[src/rtl/dpa_pkg.sv]
package dpa_pkg;

  // Debug-port register addresses (request address bits)
  localparam logic [1:0] DPA_ID     = 2'b00;
  localparam logic [1:0] DPA_STAT   = 2'b01;
  localparam logic [1:0] DPA_WIN    = 2'b10;
  localparam logic [1:0] DPA_LASTRD = 2'b11;

  typedef enum logic [1:0] {
    BUS_IDLE = 2'd0,
    BUS_REQ  = 2'd1,
    BUS_WAIT = 2'd2
  } bus_st_t;

endpackage

[src/rtl/dpa_win_reg.sv]
module dpa_win_reg #(
  parameter int DATA_W   = 32,
  parameter int PORT_W   = 8,
  parameter int PORT_LSB = 24,
  parameter int BANK_W   = 4,
  parameter int BANK_LSB = 4
) (
  input  logic              clk,
  input  logic              rst,
  input  logic              wr_en,
  input  logic [DATA_W-1:0] wdata,
  output logic [PORT_W-1:0] port_q,
  output logic [BANK_W-1:0] bank_q
);

  always_ff @(posedge clk) begin
    if (rst) begin
      port_q <= '0;
      bank_q <= '0;
    end else if (wr_en) begin
      port_q <= wdata[PORT_LSB +: PORT_W];
      bank_q <= wdata[BANK_LSB +: BANK_W];
    end
  end

endmodule

[src/rtl/dpa_capture.sv]
module dpa_capture #(
  parameter int DATA_W = 32
) (
  input  logic              clk,
  input  logic              rst,
  input  logic              load,
  input  logic [DATA_W-1:0] din,
  output logic [DATA_W-1:0] q
);

  always_ff @(posedge clk) begin
    if (rst)       q <= '0;
    else if (load) q <= din;
  end

endmodule

[src/rtl/dpa_bus_ctrl.sv]
module dpa_bus_ctrl
  import dpa_pkg::*;
#(
  parameter int DATA_W = 32,
  parameter int ADDR_W = 6
) (
  input  logic              clk,
  input  logic              rst,
  // launch from request decode
  input  logic              launch,
  input  logic              launch_write,
  input  logic [ADDR_W-1:0] launch_addr,
  input  logic [DATA_W-1:0] launch_wdata,
  output logic              busy,
  // bus side
  output logic              bus_req_valid,
  input  logic              bus_req_ready,
  output logic [ADDR_W-1:0] bus_req_addr,
  output logic              bus_req_write,
  output logic [DATA_W-1:0] bus_req_wdata,
  input  logic              bus_rsp_valid,
  // read completion
  output logic              rd_done
);

  bus_st_t st_q, st_d;

  always_comb begin
    st_d = st_q;
    unique case (st_q)
      BUS_IDLE: if (launch)        st_d = BUS_REQ;
      BUS_REQ:  if (bus_req_ready) st_d = BUS_WAIT;
      BUS_WAIT: if (bus_rsp_valid) st_d = BUS_IDLE;
      default:                     st_d = BUS_IDLE;
    endcase
  end

  always_ff @(posedge clk) begin
    if (rst) begin
      st_q          <= BUS_IDLE;
      bus_req_addr  <= '0;
      bus_req_write <= 1'b0;
      bus_req_wdata <= '0;
    end else begin
      st_q <= st_d;
      if (st_q == BUS_IDLE && launch) begin
        bus_req_addr  <= launch_addr;
        bus_req_write <= launch_write;
        bus_req_wdata <= launch_wdata;
      end
    end
  end

  assign busy          = (st_q != BUS_IDLE);
  assign bus_req_valid = (st_q == BUS_REQ);
  assign rd_done       = (st_q == BUS_WAIT) && bus_rsp_valid && !bus_req_write;

endmodule

[src/rtl/dbg_post_acc.sv]
module dbg_post_acc
  import dpa_pkg::*;
#(
  parameter int          DATA_W   = 32,
  parameter int          PORT_W   = 8,
  parameter int          BANK_W   = 4,
  parameter int          REQ_A_W  = 2,
  parameter logic [31:0] ID_VALUE = 32'h1BA0_1477
) (
  input  logic                        clk,
  input  logic                        rst,
  input  logic                        req_valid,
  input  logic                        req_is_ap,
  input  logic                        req_rnw,
  input  logic [REQ_A_W-1:0]          req_addr,
  input  logic [DATA_W-1:0]           req_wdata,
  output logic                        rsp_valid,
  output logic                        rsp_busy,
  output logic [DATA_W-1:0]           rsp_data,
  output logic [PORT_W-1:0]           ap_sel,
  output logic                        bus_req_valid,
  input  logic                        bus_req_ready,
  output logic [BANK_W+REQ_A_W-1:0]   bus_req_addr,
  output logic                        bus_req_write,
  output logic [DATA_W-1:0]           bus_req_wdata,
  input  logic                        bus_rsp_valid,
  input  logic [DATA_W-1:0]           bus_rsp_rdata
);

  localparam int ADDR_W   = BANK_W + REQ_A_W;
  localparam int PORT_LSB = DATA_W - PORT_W;
  localparam int BANK_LSB = 4;

  logic [BANK_W-1:0] win_bank;
  logic [DATA_W-1:0] cap_q;
  logic              bus_busy;
  logic              rd_done;

  // request classification
  logic is_lastrd, needs_ap_path, stall, launch, win_wr;
  logic [DATA_W-1:0] rsp_d;

  assign is_lastrd     = !req_is_ap && req_rnw && (req_addr == DPA_LASTRD);
  assign needs_ap_path = req_is_ap || is_lastrd;
  assign stall         = needs_ap_path && bus_busy;
  assign launch        = req_valid && req_is_ap && !bus_busy;
  assign win_wr        = req_valid && !req_is_ap && !req_rnw && (req_addr == DPA_WIN);

  dpa_win_reg #(
    .DATA_W  (DATA_W),
    .PORT_W  (PORT_W),
    .PORT_LSB(PORT_LSB),
    .BANK_W  (BANK_W),
    .BANK_LSB(BANK_LSB)
  ) u_win (
    .clk   (clk),
    .rst   (rst),
    .wr_en (win_wr),
    .wdata (req_wdata),
    .port_q(ap_sel),
    .bank_q(win_bank)
  );

  dpa_bus_ctrl #(
    .DATA_W(DATA_W),
    .ADDR_W(ADDR_W)
  ) u_bus (
    .clk          (clk),
    .rst          (rst),
    .launch       (launch),
    .launch_write (!req_rnw),
    .launch_addr  ({win_bank, req_addr}),
    .launch_wdata (req_wdata),
    .busy         (bus_busy),
    .bus_req_valid(bus_req_valid),
    .bus_req_ready(bus_req_ready),
    .bus_req_addr (bus_req_addr),
    .bus_req_write(bus_req_write),
    .bus_req_wdata(bus_req_wdata),
    .bus_rsp_valid(bus_rsp_valid),
    .rd_done      (rd_done)
  );

  dpa_capture #(
    .DATA_W(DATA_W)
  ) u_cap (
    .clk (clk),
    .rst (rst),
    .load(rd_done),
    .din (bus_rsp_rdata),
    .q   (cap_q)
  );

  // response data selection
  always_comb begin
    rsp_d = '0;
    if (stall) begin
      rsp_d = '0;
    end else if (req_is_ap) begin
      if (req_rnw) rsp_d = cap_q;
    end else if (req_rnw) begin
      unique case (req_addr)
        DPA_ID:     rsp_d = ID_VALUE[DATA_W-1:0];
        DPA_STAT:   rsp_d = {{(DATA_W-1){1'b0}}, bus_busy};
        DPA_WIN:    rsp_d = '0;
        DPA_LASTRD: rsp_d = cap_q;
        default:    rsp_d = '0;
      endcase
    end
  end

  always_ff @(posedge clk) begin
    if (rst) begin
      rsp_valid <= 1'b0;
      rsp_busy  <= 1'b0;
      rsp_data  <= '0;
    end else begin
      rsp_valid <= req_valid;
      rsp_busy  <= req_valid && stall;
      rsp_data  <= req_valid ? rsp_d : '0;
    end
  end

endmodule

[config.mk]
export PLATFORM = sky130hd
export DESIGN_NAME = dbg_post_acc
export DESIGN_NICKNAME = d
export VERILOG_FILES = /design/src/rtl/dpa_pkg.sv /design/src/rtl/dpa_win_reg.sv /design/src/rtl/dpa_capture.sv /design/src/rtl/dpa_bus_ctrl.sv /design/src/rtl/dbg_post_acc.sv
export SDC_FILE = /design/constraint.sdc
export NUM_CORES = 1
export LEC_CHECK = 0
export BUFFER_PORTS_ARGS = -buffer_cell sky130_fd_sc_hd__buf_2
export CAP_MARGIN = 15
export CORE_ASPECT_RATIO = 0.5
export CORE_UTILIZATION = 52
export CTS_BUF_LIST = sky130_fd_sc_hd__clkbuf_16
export DETAILED_ROUTE_END_ITERATION = 7
export PLACE_DENSITY_LB_ADDON = 0.3
export SKIP_LAST_GASP = 1
export SLEW_MARGIN = 20
export SYNTH_ARGS = -nofsm -noshare
export SYNTH_HDL_FRONTEND = slang
export SYNTH_SLANG_ARGS = --single-unit
export TNS_END_PERCENT = 30
[constraint.sdc]
create_clock -name clk -period 1.7 [get_ports clk]
set_input_delay 0.17 -clock clk [delete_from_list [all_inputs] [get_ports clk]]
set_output_delay 0.17 -clock clk [all_outputs]
set_load 0.05 [all_outputs]
=== Yosys cells after proc, flatten, opt, wreduce, memory -nomap -nowiden ===
Index checks and enable logic that the tools add are counted.

* Flip-flop bits (word level): 119
* Bits in latches: 0
* RAM bits: 0
* Bits in read-only memories: 0
* Memories kept: 0

* Add/subtract/negate cells: 0
* $mul: 0
* Div/mod/pow operators: 0
* Order comparisons: 0
* Equality and inequality tests: 8
* Shift-type cells: 0
* Muxes and demuxes: 8
* Bitwise gates (word level): 1
* Reduce and logical (&&, ||, !) cells: 22

{| class="wikitable"
|+ Operator list
! operator !! count
|-
| case mux 32 bit (4 select lines) || 1
|-
| two-way mux 32 bit || 3
|-
| logical AND 1 bit || 12
|-
| equality test 2 bit, second input constant || 3
|-
| two-way mux 2 bit || 3
|-
| case mux 2 bit (3 select lines) || 1
|-
| equality test 2 x 1 -> 1 bit, second input constant || 2
|-
| zero test 1 bit || 4
|-
| zero test 2 bit || 2
|-
| != test 2 x 1 -> 1 bit, second input constant || 2
|-
| AND reduction 3 bit || 1
|-
| OR reduction 3 bit || 1
|-
| != test 2 bit, second input constant || 1
|-
| nonzero test 2 bit || 1
|-
| logical OR 1 bit || 1
|-
| NOT 1 bit || 1
|}

=== Logic depth before layout (Yosys ltp) ===
* Depth after elaboration: 6
* Depth in mapped cells: 5

=== Cells and area by module ===
From an unflattened synthesis, not the netlist that was laid out.

* Cells, all modules: 418
* Area total of the unflattened synthesis: 4,493.1 sq um

{| class="wikitable"
|+ By module, submodules not included
! module !! instances !! cells each !! area each (sq um) !! sequential area each (sq um)
|-
| dpa_bus_ctrl || 1 || 179 || 1,835.5 || 820.8
|-
| dpa_capture || 1 || 103 || 1,163.6 || 640.6
|-
| dbg_post_acc || 1 || 98 || 1,073.5 || 680.7
|-
| dpa_win_reg || 1 || 38 || 420.4 || 240.2
|}

=== Least setup slack after synthesis ===
OpenSTA, ideal clock, no wires.

* Path kind: register to register
* Start: register u_bus.st_q[0]
* End: register u_bus.st_q[1]
* Setup time: 0.067 ns
* Data arrival time: 1.470 ns
* Required time: 1.633 ns
* Setup slack: 0.162 ns
* Cell stages (with the launch flop): 4
* Cell sequence: dfxtp_1 -> nor2b_1 -> a22oi_1 -> nor2_1

{| class="wikitable"
|+ RTL lines
! element !! line !! source
|-
| from (decl) || dpa_bus_ctrl.sv:26 || <nowiki>bus_st_t st_q, st_d;</nowiki>
|-
| from (signal assigned) || dpa_bus_ctrl.sv:45 || <nowiki>st_q <= st_d;</nowiki>
|-
| equality test 2 x 1 -> 1 bit (*) || n/a ||
|-
| net bus_req_valid || dbg_post_acc.sv:21 || <nowiki>output logic bus_req_valid,</nowiki>
|-
| != test 2 x 1 -> 1 bit (no line) || n/a ||
|-
| AND reduction 3 bit (no line) || n/a ||
|}

Mark *: on every way through the listed nets, which the timed path passes. The rest lies on a longest branch.
A chain may end at the register's enable or synchronous reset.

=== Final worst setup path ===
* Start: register u_bus.st_q[0]
* End: output bus_req_valid

* Word-level cells in the longest chain between the ends: 1

{| class="wikitable"
|+ RTL lines
! element !! line !! source
|-
| equality test 2 x 1 -> 1 bit || dpa_bus_ctrl.sv:55 || <nowiki>assign bus_req_valid = (st_q == BUS_REQ);</nowiki>
|-
| to (decl) || dbg_post_acc.sv:21 ||
|}

Every way passes these cells.

==> Implementation_results.wiki <==
{| class="wikitable"
! Metric !! Value
|-
| Final TNS setup || 0 ns
|-
| Highest cell delay on the worst timing path || 0.44 ns
|-
| Post-cts resize count || 0
|-
| Antenna Nets Post-Route || 0
|-
| Dominant combinational cell family by area after synthesis || simple AND/OR/NAND/NOR gates
|-
| Drt via density || 4.88
|-
| Compound-Gate Fraction of Synth Area || 0.117
|-
| DR vias || 3649
|-
| TritonCTS clock tree || built
|-
| Tightest slew margin relative to the limit || 0.744
|-
| Width of the chip || 127 um
|-
| Wire length of the first global-routing pass || 15800 um
|-
| Routed wire length || 9730 um
|-
| Mux share of post-synthesis cell area || 0.0294
|-
| Number of cells on the worst reg-to-reg path || 4
|-
| TritonCTS sink count || 119
|-
| Final WS setup || 0.129 ns
|-
| Detail Placement HPWL || 5960 um
|-
| Leading cell type in the layout, fill and taps excluded || sky130_fd_sc_hd__buf_2
|-
| Worst hold path type || in -> reg
|-
| Slew @ Worst Pin || 0.384 ns
|-
| Total die area || 8230 um2
|-
| Later-pin clock latency in the skew report || 0.40 ns
|-
| First DRT Iteration DRCs || 213
|-
| Max-capacitance violation count || 0
|-
| Netlist area before placement || 4080 um2
|-
| CTS HTree Levels || 4
|-
| Layout cells sized above 1 || 0.308
|-
| Overall track demand over capacity in global routing || 0.248
|-
| Power density of the placed cells || 1250 nW/um2
|-
| Reg2reg start || u_bus.st_q[0]
|-
| Detailed-route DRC error count || 0
|-
| Antenna diode instance count || 0
|-
| Final Slew Violations || 0
|-
| Arrival time worst endpoint || 1.40 ns
|-
| Grt total ovfl || 0
|-
| Num CTS Buffers || 17
|-
| RSZ-0062 raised after global routing || false
|-
| Worst flop-to-flop path endpoint || u_cap.q[2]
|-
| Clock tree root buffer cell || sky130_fd_sc_hd__clkbuf_16
|-
| Number of warning messages in the yosys log || 0
|-
| Share of synthesized cell area in full adder, half adder and majority cells || 0
|-
| Critical path type || reg -> out
|-
| Leakage power || 2.53 nW
|-
| Area overhead of the layout relative to synthesis || 38.9%
|-
| Critical Path Fanout Max || 7
|-
| Pin count of the biggest net entering global routing || 98
|-
| Initial core utilization || 0.547
|-
| Distinct cell type count after synthesis || 24
|-
| Via count of the first global-routing pass || 3351
|-
| Fmax || 636 MHz
|-
| Clock-pin slew on the worst setup and hold paths || 0.05 ns
|-
| Final hold violations || 0
|-
| Placer's final routability congestion estimate || 0.762
|-
| Utilization after layout || 0.760
|-
| Number of ports placed on the die boundary || 155
|-
| Launch point of the critical path || u_bus.st_q[0]
|-
| Place WS || 0.412 ns
|-
| Slowest cell on crit path || sky130_fd_sc_hd__dfxtp_1
|-
| Critical Path RT || 1.53 ns
|-
| Syn_nets || 542
|-
| Kind of end point of the critical path || output pin
|-
| Placeable core region || 7460 um2
|-
| Sequential element share of the synthesized area || 0.584
|-
| Simple-gate area share of the yosys netlist || 0.233
|-
| CP startpoint kind || flop
|-
| Number of rows created at floorplan || 22
|-
| Endpoint of the most critical setup path || bus_req_valid
|-
| Die outline height || 64.7 um
|-
| Shortest clock period the worst path allows after layout || 1.57 ns
|-
| Highest-count cells in the layout ignoring fill and taps || sky130_fd_sc_hd__buf_2, sky130_fd_sc_hd__nand2_1, sky130_fd_sc_hd__dfxtp_1
|-
| Period Utilization, post-route || 0.924
|-
| Tightest hold margin || 0.0101 ns
|-
| Drt wl/cell || 13.0 um
|-
| Post-synthesis share of cell area spent on xor and xnor gates || 0
|-
| Detailed-router iteration count before antenna repair || 4
|-
| Worst setup skew after layout || 0.00640 ns
|-
| Worst-case clock buffer depth || 2
|-
| Mean post-synth cell area || 8.71 um2
|-
| Finish-stage setup viols || 0
|-
| # nets final || 700
|-
| I/O Buffers || 154
|-
| Maximum ir drop on the vdd rail || 0.783 mV
|-
| Number of antenna violations at the first check in global routing || 0
|-
| Critical path, cell by cell || nor2b_1, buf_2
|-
| Outcome || finished, final reports clean
|-
| Register bit count reported by yosys || 119
|-
| Post-synthesis instance total || 469
|-
| Internal reg-to-reg setup slack || 0.38 ns
|}
## report_power, final
group	leakage, nW	internal [W]	switching (W)
combinational	1.27	0.000191	0.000390
sequential	0.963	0.00285	0.0000300
clock	0.295	0.00243	0.00120
## cells by family after synthesis
family          after synthesis
compound gates               92
buf+inv                      34
flops                       119
mux                          12
simple gates                212
## routing by layer
metal,GRT usage,vias to the layer above,wire (um)
met3,0.0727,8,573
met2,0.427,116,4860
met5,0,-,0
met4,0.101,0,104
li1,-,1857,-
met1,0.293,1668,4190
## critical path: cells and delay by family, from the launching register on
family                 cells  cell delay [ns]
buffers and inverters      1             0.31
DFF                        1             0.44
and+or+nand+nor            1             0.26
## registers in the layout (all words and copies together), names as in the netlist
signal               flops
rsp_data                32
u_bus.bus_req_wdata     32
u_bus.bus_req_addr       6
u_cap.q                 32
u_win.port_q             8
u_bus.bus_req_write      1
rsp_valid                1
u_win.bank_q             4
u_bus.st_q               2
rsp_busy                 1
## synth_stat cells, drive strengths merged
master,instances,area (um2)
nand4bb,2,22.5
a21oi,86,430
a211o,1,8.76
nor2,19,71.3
clkbuf,15,56.3
nor4bb,1,10.0
nor4b,1,8.76
nand2,141,529
dfxtp,119,2380
a22oi,1,7.51
nor2b,2,12.5
and4bb,1,12.5
nor3,1,5.00
a21o,1,7.51
mux2i,12,120
and4b,1,10.0
and3,18,113
nand2b,25,156
a211oi,1,7.51
buf,19,93.8
o211a,1,10.0
o211ai,1,7.51
## metrics by stage
stage	instances	total power, W	instance area, um2
2_1_floorplan	469	0.00330	4080
3_3_place_gp	708	0.00350	4980
3_5_place_dp	708	0.00350	4980
4_1_cts	748	0.00715	5670
5_1_grt	748	0.00733	5670
6_report	748	0.00709	5670
## what timing repair did
item / CTS / global route
buffers inserted: 0 / 0
endpoints found under the hold margin: 8 / 0
hold buffers: 8 / 0
## how the worst min path moves through the flow
stage	startpoint	to	slack [ns]	cells past startpoint
4_1_cts	bus_rsp_rdata[22]	u_cap.q[22]	0.0005	3
3_3_place_gp	bus_rsp_rdata[30]	u_cap.q[30]	0.41	3
5_1_grt	req_wdata[20]	u_bus.bus_req_wdata[20]	0.004	3
3_5_place_dp	req_wdata[17]	u_bus.bus_req_wdata[17]	0.42	3
6_report	bus_rsp_rdata[22]	u_cap.q[22]	0.01	3
2_1_floorplan	req_rnw	u_bus.bus_req_write	0.27	1
## final cells by class
class                   instances  area (um2)
flip-flops and latches        119        2380
clock buffers                  17         425
multi-input cells             316        1570
fillers                       575        1790
clock inverters                15         186
well taps                     108         135
repair buffers                173         971
No activity file was read; power rests on OpenSTA's default activity.
